`src/rtl/sp_pkg.sv`:
```
package sp_pkg;
  localparam int REG_W     = 10;
  localparam int ADDR_W    = 5;
  localparam int NUM_SLOTS = 9;
  localparam int CTRL_SLOT = 0;
  localparam int SOFT_RST_BIT = 0;

  function automatic int slot_addr(input int s);
    case (s)
      0: return 0;
      1: return 1;
      2: return 2;
      3: return 3;
      4: return 6;
      5: return 7;
      6: return 8;
      7: return 9;
      default: return 10;
    endcase
  endfunction

  function automatic logic [REG_W-1:0] slot_default(input int s);
    logic [REG_W-1:0] v;
    v = '0;
    if (s == CTRL_SLOT) begin
      v[7] = 1'b1;  // calibration enable
      v[8] = 1'b1;  // pin clamp
      v[9] = 1'b1;  // standby-not
    end
    if (s == 7) v[4] = 1'b1;  // timing 1 bypass
    return v;
  endfunction

  function automatic bit is_mapped(input int a);
    for (int s = 0; s < NUM_SLOTS; s++)
      if (slot_addr(s) == a) return 1'b1;
    return 1'b0;
  endfunction
endpackage

```
`src/rtl/sp_edge_sync.sv`:
```
module sp_edge_sync #(
  parameter int SYNC_STAGES = 2
) (
  input  logic clk_i,
  input  logic rst_ni,
  input  logic sclk_i,
  input  logic sdin_i,
  input  logic sload_ni,
  input  logic pol_i,
  output logic sample_o,
  output logic launch_o,
  output logic data_o,
  output logic load_low_o,
  output logic load_fall_o,
  output logic load_rise_o
);
  localparam logic [3:0] SYNC_RST = 4'b0100;

  logic [3:0] sync_q [SYNC_STAGES];
  logic       sclk_d, load_low_d;
  logic       sclk_s, rise, fall, pol_s;

  always_ff @(posedge clk_i or negedge rst_ni) begin
    if (!rst_ni) begin
      for (int i = 0; i < SYNC_STAGES; i++) sync_q[i] <= SYNC_RST;
      sclk_d     <= 1'b0;
      load_low_d <= 1'b0;
    end else begin
      sync_q[0] <= {pol_i, sload_ni, sdin_i, sclk_i};
      for (int i = 1; i < SYNC_STAGES; i++) sync_q[i] <= sync_q[i-1];
      sclk_d     <= sclk_s;
      load_low_d <= load_low_o;
    end
  end

  assign sclk_s      = sync_q[SYNC_STAGES-1][0];
  assign data_o      = sync_q[SYNC_STAGES-1][1];
  assign load_low_o  = ~sync_q[SYNC_STAGES-1][2];
  assign pol_s       = sync_q[SYNC_STAGES-1][3];
  assign rise        = sclk_s & ~sclk_d;
  assign fall        = ~sclk_s & sclk_d;
  assign sample_o    = load_low_o & (pol_s ? rise : fall);
  assign launch_o    = load_low_o & (pol_s ? fall : rise);
  assign load_fall_o = load_low_o & ~load_low_d;
  assign load_rise_o = ~load_low_o & load_low_d;
endmodule

```
`src/rtl/sp_frame_rx.sv`:
```
module sp_frame_rx #(
  parameter int FRAME_W = 16
) (
  input  logic               clk_i,
  input  logic               rst_ni,
  input  logic               sample_i,
  input  logic               data_i,
  input  logic               load_low_i,
  output logic               frame_valid_o,
  output logic [FRAME_W-1:0] frame_o
);
  localparam int CW = $clog2(FRAME_W);
  localparam logic [CW-1:0] LAST = CW'(FRAME_W - 1);

  logic [CW-1:0] cnt_q;

  always_ff @(posedge clk_i or negedge rst_ni) begin
    if (!rst_ni) begin
      cnt_q         <= '0;
      frame_o       <= '0;
      frame_valid_o <= 1'b0;
    end else begin
      frame_valid_o <= sample_i && (cnt_q == LAST);
      if (!load_low_i) begin
        cnt_q <= '0;  // partial word dropped
      end else if (sample_i) begin
        frame_o <= {frame_o[FRAME_W-2:0], data_i};
        cnt_q   <= (cnt_q == LAST) ? '0 : cnt_q + 1'b1;
      end
    end
  end
endmodule

```
`src/rtl/sp_reg_bank.sv`:
```
module sp_reg_bank #(
  parameter int DATA_W    = sp_pkg::REG_W,
  parameter int ADDR_W    = sp_pkg::ADDR_W,
  parameter int NUM_SLOTS = sp_pkg::NUM_SLOTS
) (
  input  logic                             clk_i,
  input  logic                             rst_ni,
  input  logic                             wr_en_i,
  input  logic [ADDR_W-1:0]                wr_addr_i,
  input  logic [DATA_W-1:0]                wr_data_i,
  input  logic [ADDR_W-1:0]                rd_addr_i,
  output logic [DATA_W-1:0]                rd_data_o,
  output logic [NUM_SLOTS-1:0][DATA_W-1:0] regs_o
);
  localparam logic [ADDR_W-1:0] CTRL_A = ADDR_W'(sp_pkg::slot_addr(sp_pkg::CTRL_SLOT));

  logic soft_rst;
  assign soft_rst = wr_en_i && (wr_addr_i == CTRL_A) && wr_data_i[sp_pkg::SOFT_RST_BIT];

  for (genvar s = 0; s < NUM_SLOTS; s++) begin : g_slot
    localparam logic [ADDR_W-1:0] SLOT_A = ADDR_W'(sp_pkg::slot_addr(s));
    localparam logic [DATA_W-1:0] SLOT_D = DATA_W'(sp_pkg::slot_default(s));
    logic [DATA_W-1:0] q;
    logic [DATA_W-1:0] wval;

    if (s == sp_pkg::CTRL_SLOT) begin : g_ctrl
      assign wval = {wr_data_i[DATA_W-1:1], 1'b0};
    end else begin : g_plain
      assign wval = wr_data_i;
    end

    always_ff @(posedge clk_i or negedge rst_ni) begin
      if (!rst_ni)                             q <= SLOT_D;
      else if (soft_rst)                       q <= SLOT_D;
      else if (wr_en_i && wr_addr_i == SLOT_A) q <= wval;
    end

    assign regs_o[s] = q;
  end

  always_comb begin
    rd_data_o = '0;
    for (int s = 0; s < NUM_SLOTS; s++)
      if (rd_addr_i == ADDR_W'(sp_pkg::slot_addr(s))) rd_data_o = regs_o[s];
  end
endmodule

```
`src/rtl/sp_readback_tx.sv`:
```
module sp_readback_tx #(
  parameter int DATA_W  = sp_pkg::REG_W,
  parameter int ADDR_W  = sp_pkg::ADDR_W,
  parameter int FRAME_W = 16
) (
  input  logic              clk_i,
  input  logic              rst_ni,
  input  logic              sample_i,
  input  logic              launch_i,
  input  logic              load_fall_i,
  input  logic              load_rise_i,
  input  logic              req_valid_i,
  input  logic [ADDR_W-1:0] req_addr_i,
  output logic [ADDR_W-1:0] rd_addr_o,
  input  logic [DATA_W-1:0] rd_data_i,
  output logic              sdo_o,
  output logic              sdo_oe_o
);
  localparam int LW = $clog2(FRAME_W + 1);
  localparam logic [LW-1:0] FULL = LW'(FRAME_W);

  logic               pending_q, seen_q, driving_q, armed_q;
  logic [LW-1:0]      left_q;
  logic [FRAME_W-1:0] shreg_q;
  logic               start, shift_next;

  // start wins over release when both hit one non-capture edge
  assign start      = pending_q && ((seen_q && launch_i) || load_fall_i);
  assign shift_next = driving_q && armed_q && launch_i;

  always_ff @(posedge clk_i or negedge rst_ni) begin
    if (!rst_ni) begin
      pending_q <= 1'b0;
      seen_q    <= 1'b0;
      driving_q <= 1'b0;
      armed_q   <= 1'b0;
      left_q    <= '0;
      shreg_q   <= '0;
      rd_addr_o <= '0;
    end else begin
      if (sample_i && pending_q) seen_q <= 1'b1;
      if (load_rise_i)           seen_q <= 1'b0;
      if (start) begin
        pending_q <= 1'b0;
        seen_q    <= 1'b0;
      end
      if (req_valid_i) begin
        pending_q <= 1'b1;
        seen_q    <= 1'b0;
        rd_addr_o <= req_addr_i;
      end

      if (sample_i && driving_q) armed_q <= 1'b1;
      if (start) begin
        shreg_q   <= FRAME_W'(rd_data_i);
        left_q    <= FULL;
        driving_q <= 1'b1;
        armed_q   <= 1'b0;
      end else if (shift_next) begin
        armed_q <= 1'b0;
        if (left_q == LW'(1)) begin
          driving_q <= 1'b0;
        end else begin
          shreg_q <= {shreg_q[FRAME_W-2:0], 1'b0};
          left_q  <= left_q - 1'b1;
        end
      end
      if (load_rise_i) begin
        driving_q <= 1'b0;
        armed_q   <= 1'b0;
      end
    end
  end

  assign sdo_o    = driving_q & shreg_q[FRAME_W-1];
  assign sdo_oe_o = driving_q;
endmodule

```
`src/rtl/serial_reg_port.sv`:
```
module serial_reg_port #(
  parameter int DATA_W      = sp_pkg::REG_W,
  parameter int ADDR_W      = sp_pkg::ADDR_W,
  parameter int SYNC_STAGES = 2
) (
  input  logic              clk_i,
  input  logic              rst_ni,
  input  logic              sclk_i,
  input  logic              sdin_i,
  input  logic              sload_ni,
  input  logic              sclk_pol_i,
  output logic              sdo_o,
  output logic              sdo_oe_o,
  output logic [DATA_W-1:0] ctrl_o,
  output logic [DATA_W-1:0] gain_o,
  output logic [DATA_W-1:0] dac1_o,
  output logic [DATA_W-1:0] dac2_o,
  output logic [DATA_W-1:0] black_ref_o,
  output logic [DATA_W-1:0] blank_lvl_o,
  output logic [DATA_W-1:0] sig_pol_o,
  output logic [DATA_W-1:0] timing1_o,
  output logic [DATA_W-1:0] timing2_o
);
  localparam int FRAME_W   = 1 + ADDR_W + DATA_W;
  localparam int NUM_SLOTS = sp_pkg::NUM_SLOTS;

  logic sample_w, launch_w, data_w, load_low_w, load_fall_w, load_rise_w;
  logic frame_valid_w;
  logic [FRAME_W-1:0] frame_w;
  logic wr_en_w, req_valid_w;
  logic [ADDR_W-1:0] wr_addr_w, rd_addr_w;
  logic [DATA_W-1:0] wr_data_w, rd_data_w;
  logic [NUM_SLOTS-1:0][DATA_W-1:0] regs_w;

  sp_edge_sync #(.SYNC_STAGES(SYNC_STAGES)) u_sync (
    .clk_i, .rst_ni, .sclk_i, .sdin_i, .sload_ni,
    .pol_i(sclk_pol_i),
    .sample_o(sample_w), .launch_o(launch_w), .data_o(data_w),
    .load_low_o(load_low_w), .load_fall_o(load_fall_w), .load_rise_o(load_rise_w)
  );

  sp_frame_rx #(.FRAME_W(FRAME_W)) u_rx (
    .clk_i, .rst_ni,
    .sample_i(sample_w), .data_i(data_w), .load_low_i(load_low_w),
    .frame_valid_o(frame_valid_w), .frame_o(frame_w)
  );

  assign wr_en_w     = frame_valid_w & ~frame_w[FRAME_W-1];
  assign req_valid_w = frame_valid_w &  frame_w[FRAME_W-1];
  assign wr_addr_w   = frame_w[FRAME_W-2 -: ADDR_W];
  assign wr_data_w   = frame_w[DATA_W-1:0];

  sp_reg_bank #(.DATA_W(DATA_W), .ADDR_W(ADDR_W), .NUM_SLOTS(NUM_SLOTS)) u_bank (
    .clk_i, .rst_ni,
    .wr_en_i(wr_en_w), .wr_addr_i(wr_addr_w), .wr_data_i(wr_data_w),
    .rd_addr_i(rd_addr_w), .rd_data_o(rd_data_w), .regs_o(regs_w)
  );

  sp_readback_tx #(.DATA_W(DATA_W), .ADDR_W(ADDR_W), .FRAME_W(FRAME_W)) u_tx (
    .clk_i, .rst_ni,
    .sample_i(sample_w), .launch_i(launch_w),
    .load_fall_i(load_fall_w), .load_rise_i(load_rise_w),
    .req_valid_i(req_valid_w), .req_addr_i(wr_addr_w),
    .rd_addr_o(rd_addr_w), .rd_data_i(rd_data_w),
    .sdo_o, .sdo_oe_o
  );

  assign ctrl_o      = regs_w[0];
  assign gain_o      = regs_w[1];
  assign dac1_o      = regs_w[2];
  assign dac2_o      = regs_w[3];
  assign black_ref_o = regs_w[4];
  assign blank_lvl_o = regs_w[5];
  assign sig_pol_o   = regs_w[6];
  assign timing1_o   = regs_w[7];
  assign timing2_o   = regs_w[8];
endmodule

```
`config.mk`:
```
export PLATFORM = sky130hd
export DESIGN_NAME = serial_reg_port
export DESIGN_NICKNAME = d
export VERILOG_FILES = /design/src/rtl/sp_pkg.sv /design/src/rtl/sp_edge_sync.sv /design/src/rtl/sp_frame_rx.sv /design/src/rtl/sp_reg_bank.sv /design/src/rtl/sp_readback_tx.sv /design/src/rtl/serial_reg_port.sv
export SDC_FILE = /design/constraint.sdc
export NUM_CORES = 1
export LEC_CHECK = 0
export BUFFER_PORTS_ARGS = -buffer_cell sky130_fd_sc_hd__buf_2
export CORE_UTILIZATION = 58
export DETAILED_ROUTE_END_ITERATION = 10
export GPL_ROUTABILITY_DRIVEN = 0
export PLACE_DENSITY = 0.8
export RECOVER_POWER = 100
export SKIP_LAST_GASP = 1
export SLEW_MARGIN = 5
export SYNTH_ARGS = -nofsm -noshare
export SYNTH_HDL_FRONTEND = slang
export SYNTH_SLANG_ARGS = --single-unit
```
`constraint.sdc`:
```
create_clock -name clk_i -period 2.3 [get_ports clk_i]
set_clock_uncertainty 0.1 [all_clocks]
set_input_delay 0.115 -clock clk_i [delete_from_list [all_inputs] [get_ports clk_i]]
set_output_delay 0.115 -clock clk_i [all_outputs]
set_load 0.1 [all_outputs]
```
==> results by stage <==
Synth:
- sky130_fd_sc_hd__dfrtp_1 takes more of the synthesized area than any other cell.
- The cell count after synthesis is 658.
- The summed instance area of the synthesized netlist is 7100 um2.
- The unique cell type count in the Yosys netlist is 59.
- The synthesized flop and latch total is 150.
- The proportion of register bits with asynchronous set or reset after synthesis is 100%.
- The top cell type's share of synthesized area is 50.7%.
- The synthesized netlist net count is 667.
- In the post-synthesis netlist, the biggest area contributors are sky130_fd_sc_hd__dfrtp_1 51%, sky130_fd_sc_hd__mux2i_1 13%, sky130_fd_sc_hd__nor2_1 6.1%, sky130_fd_sc_hd__mux2_2 4.6%, sky130_fd_sc_hd__dfstp_2 2.2%.
- The sequential area share after synthesis is 52.9%.
- The number of enable flip-flop cells after synthesis is 0.
- The mean area per synthesized cell is 10.8 um2.
- The synthesis warning total is 0.
- The flip-flop cell with the highest count after synthesis is sky130_fd_sc_hd__dfrtp_1.

STA:
- The final max-slew violation count came to 65.
- After routing, the total negative slack on setup checks comes to 0 ns.
- Static timing analysis puts the maximum clock frequency at 446 MHz.
- The smallest clock period supported by the final layout is computed as 2.24 ns.
- The slew at the pin with the worst max-slew slack is 1.65 ns.
- The count of endpoints failing hold in the final timing report is 0.
- The number of endpoints failing setup at the final stage is 0.
- Of the available clock period, the critical path in the final layout requires 97.5%.
- Setup repair after global routing left no endpoint under its margin.
- The relative slew slack is -9.84%.

Setup path:
- The required time of the critical path is 2.52 ns.
- The origin of the worst setup path is u_tx.rd_addr_o[0]$_DFFE_PN0P_.
- The cell type of the slowest stage on the worst timing path is sky130_fd_sc_hd__nor2b_1.
- In this design, the stage delay of the slowest critical-path cell is 0.65 ns.
- For the worst setup path, the data arrival time is 2.47 ns.
- The worst setup path is launched from a flop.
- The worst setup path is captured at a flop.
- The startpoint identified for the worst register-to-register timing path is u_tx.rd_addr_o[0]$_DFFE_PN0P_.
- The number of cells on the worst reg-to-reg path is 5.
- The endpoint of the worst register-to-register path is u_tx.shreg_q[9]$_DFFE_PN0P_.
- The critical setup path kind is reg2reg.
- The largest fanout on the critical path is 11.
- The worst register-to-register path has a setup slack of 0.06 ns.
- The signal on the critical path passes through nor2b_1 > a21oi_1 > o22ai_1 > a221oi_1 > o31ai_1.
- In this run the worst setup path terminates at u_tx.shreg_q[9]$_DFFE_PN0P_.

Route:
- The final routed DRC violation total is 0.
- The via density per instance is 6.18.
- The total number of vias is 5708.
- The first-pass iteration count of the detailed router is 5.
- The iteration-0 DRC count of the detailed router is 588.
- The final layout contains routed wiring with a total length of 19100 um.
- The count of nets left with antenna violations once routing finished came out at 0.
- The mean routed wirelength per cell is 20.7 um.

Finish:
- Leaving out fill and tap cells, the most frequent cells in the layout are 142 x sky130_fd_sc_hd__dfrtp_1, 115 x sky130_fd_sc_hd__nor2_1, 93 x sky130_fd_sc_hd__clkbuf_1.
- The fill cell instance count of the final layout is 883.
- The fraction of final layout cells sized beyond drive strength 1 is 15.2%.
- Across the whole layout, storage elements account for 3760 um2.
- Summing all multi-input logic gate instances after layout gives 3090 um2.
- The most common library cell in the layout ignoring fill and taps is sky130_fd_sc_hd__dfrtp_1.
- The finished layout holds 923 standard cells, fillers aside.
- The area growth from synthesis to layout is 17.3%.
- The number of nets in the layout is 772.
- The antenna diode instance count is 0.

Clock network:
- The clock tree synthesis step divided the H-tree into 4 levels.
- The clock-pin transition on the worst setup and hold timing paths is 0.06 ns.
- The insertion delay to the later sink of the worst-skew pair is 0.43 ns.
- In this run the post-CTS setup repair buffer count came out at 0.
- The maximum number of buffers from clock root to sink is 2.
- The TritonCTS buffer count is 17.
- CTS saw 150 sinks.
- TritonCTS built the clock tree.
- The buffer cell driving the clock tree root is sky130_fd_sc_hd__clkbuf_16.

Floorplan:
- For this configuration, the core starts out at a cell density of 59.4%.
- In this run the vertical extent of the chip is 113 um.
- The top-level I/O count is 98.
- In this run the core area contains 40 standard-cell rows.
- The core footprint is 12000 um2.
- The floorplan die area is 12700 um2.
- The floorplan step set the die width to 113 um.

Placement:
- The count of buffers from port buffering is 96.
- Counting tap cells, the placed design contains a total of 886 instances.
- Detailed placement finished with a half-perimeter wire length of 12600 um.

Global routing:
- The number of global-route vias before repair is 5630.
- The initial antenna violation count is 0.
- The global-route wire length before repair is 30100 um.
- The residual overflow from global routing is 0.
- Global routing used 31.7% of the available tracks.
- The largest net degree at the start of global routing is 66.

Run status:
- The flow ran to the end, but the final reports show violations.
- The final reports fail on capacitance limit, slew limit.

Power:
- Across the VDD grid, the largest voltage drop is 0.521 mV.
- The analysis attributes to cell leakage a power of 4.12 nW.
- The total power per unit cell area is 721 nW/um2.

Flow run:
- The max-capacitance violation count is 1.

Worst hold path:
- In this run the worst hold path is classified as in2reg.
[synth_stat cells, drive strengths merged (2+ instances only)]
master and count:
a211oi 8, a21o 11, a21oi 30, a221oi 4, a22oi 6, and2 3
and3 8, and3b 6, buf 26, clkbuf 23, dfrtp 144, dfstp 6
ha 3, inv 8, mux2 29, mux2i 89, nand2 31, nand2b 8
nand3 6, nand3b 4, nor2 116, nor2b 8, nor3 5, nor3b 2
nor4b 3, o21ai 13, o21bai 5, o221ai 4, o22ai 15, o2bb2ai 4
o31ai 4, or2 2, or3 5, or3b 2, xnor2 2, xor2 4
[through the flow]
| stage | instance area (um2) | total power [mW] | hold slack, ns | util (%) | setup slack [ns] |
|---|---|---|---|---|---|
| after floorplan | 7110 | 3.05 | -0.281 | - | 0.306 |
| after global placement | 7850 | 3.27 | 0.0438 | 65.6 | 0.0958 |
| after detailed placement | 7850 | 3.28 | 0.0495 | 65.6 | 0.0838 |
| after CTS | 8480 | 6.02 | 0.173 | 70.9 | 0.0488 |
| after global routing | 8340 | 6.16 | 0.235 | 69.7 | 0.0223 |
| final | 8340 | 6.01 | 0.233 | 69.7 | 0.0570 |
[kinds of logic (layout without fill, tap and decap cells)]
kind of cell | count (synthesis) | after routing | share of synthesized area (%)
AOI/OAI and AO/OA | 111 | 111 | 10.5
DFF | 150 | 150 | 52.9
and+or+nand+nor | 212 | 212 | 14.4
xor gates and xnor gates | 6 | 6 | 0.740
buffers and inverters | 57 | 175 | 3.65
other | 1 | 1 | 0.0528
adders and majority gates | 3 | 3 | 0.528
muxes | 118 | 118 | 17.1
[per-layer routing]
| layer | routed length (um) | global-route usage [%] |
|---|---|---|
| met5 | 0 | 0 |
| met4 | 921 | 17.1 |
| met3 | 1550 | 8.15 |
| met2 | 9090 | 50.2 |
| met1 | 7580 | 40.2 |
[worst min path at each step]
stage	from	to	slack, ns	cells past startpoint
after global placement	rst_ni	u_rx.cnt_q[0]$_DFFE_PN0P_	0.04	1
after global routing	sdin_i	u_sync.sync_q[5]$_DFF_PN0_	0.24	2
final	sdin_i	u_sync.sync_q[5]$_DFF_PN0_	0.23	2
after CTS	rst_ni	u_rx.cnt_q[1]$_DFFE_PN0P_	0.17	2
after detailed placement	rst_ni	u_rx.cnt_q[1]$_DFFE_PN0P_	0.05	1
after floorplan	rst_ni	u_bank.g_slot[0].q[1]$_DFFE_PN0P_	-0.28	0
[where the power goes]
part | internal (mW) | switching, mW | leakage (nW)
clock | 1.66 | 1.09 | 0.283
sequential | 2.71 | 0.311 | 2.04
combinational | 0.109 | 0.128 | 1.80
total | 4.48 | 1.53 | 4.12
[worst max-delay path: cells and delay by family, from the launching register on]
family,cells,cell delay (ns)
AO/OA/AOI/OAI,4,0.80
AND/OR/NAND/NOR,1,0.65
flip-flops,1,0.59
[layout make-up]
class	instances	area share, %
multi-input combinational	451	37.0
inverter	8	0.360
clock buffer	21	5.52
timing repair buffer	135	8.21
sequential	150	45.2
clock inverter	11	1.50
tap	147	2.21
[what timing repair did]
| item | CTS | global route |
|---|---|---|
| setup endpoints to repair | 0 | 2 |
| hold endpoints to repair | 66 | 0 |
| hold buffers | 5 | 0 |
| resized for setup | 0 | 2 |
[sequential cells by signal (all words and copies together) (netlist names), 4 cells and up]
register / cells
u_bank.g_slot.q: 89
u_rx.frame_o: 16
u_tx.shreg_q: 16
u_sync.sync_q: 5
u_tx.left_q: 5
u_tx.rd_addr_o: 5
u_rx.cnt_q: 4
No activity file was read; power rests on OpenSTA's default activity.
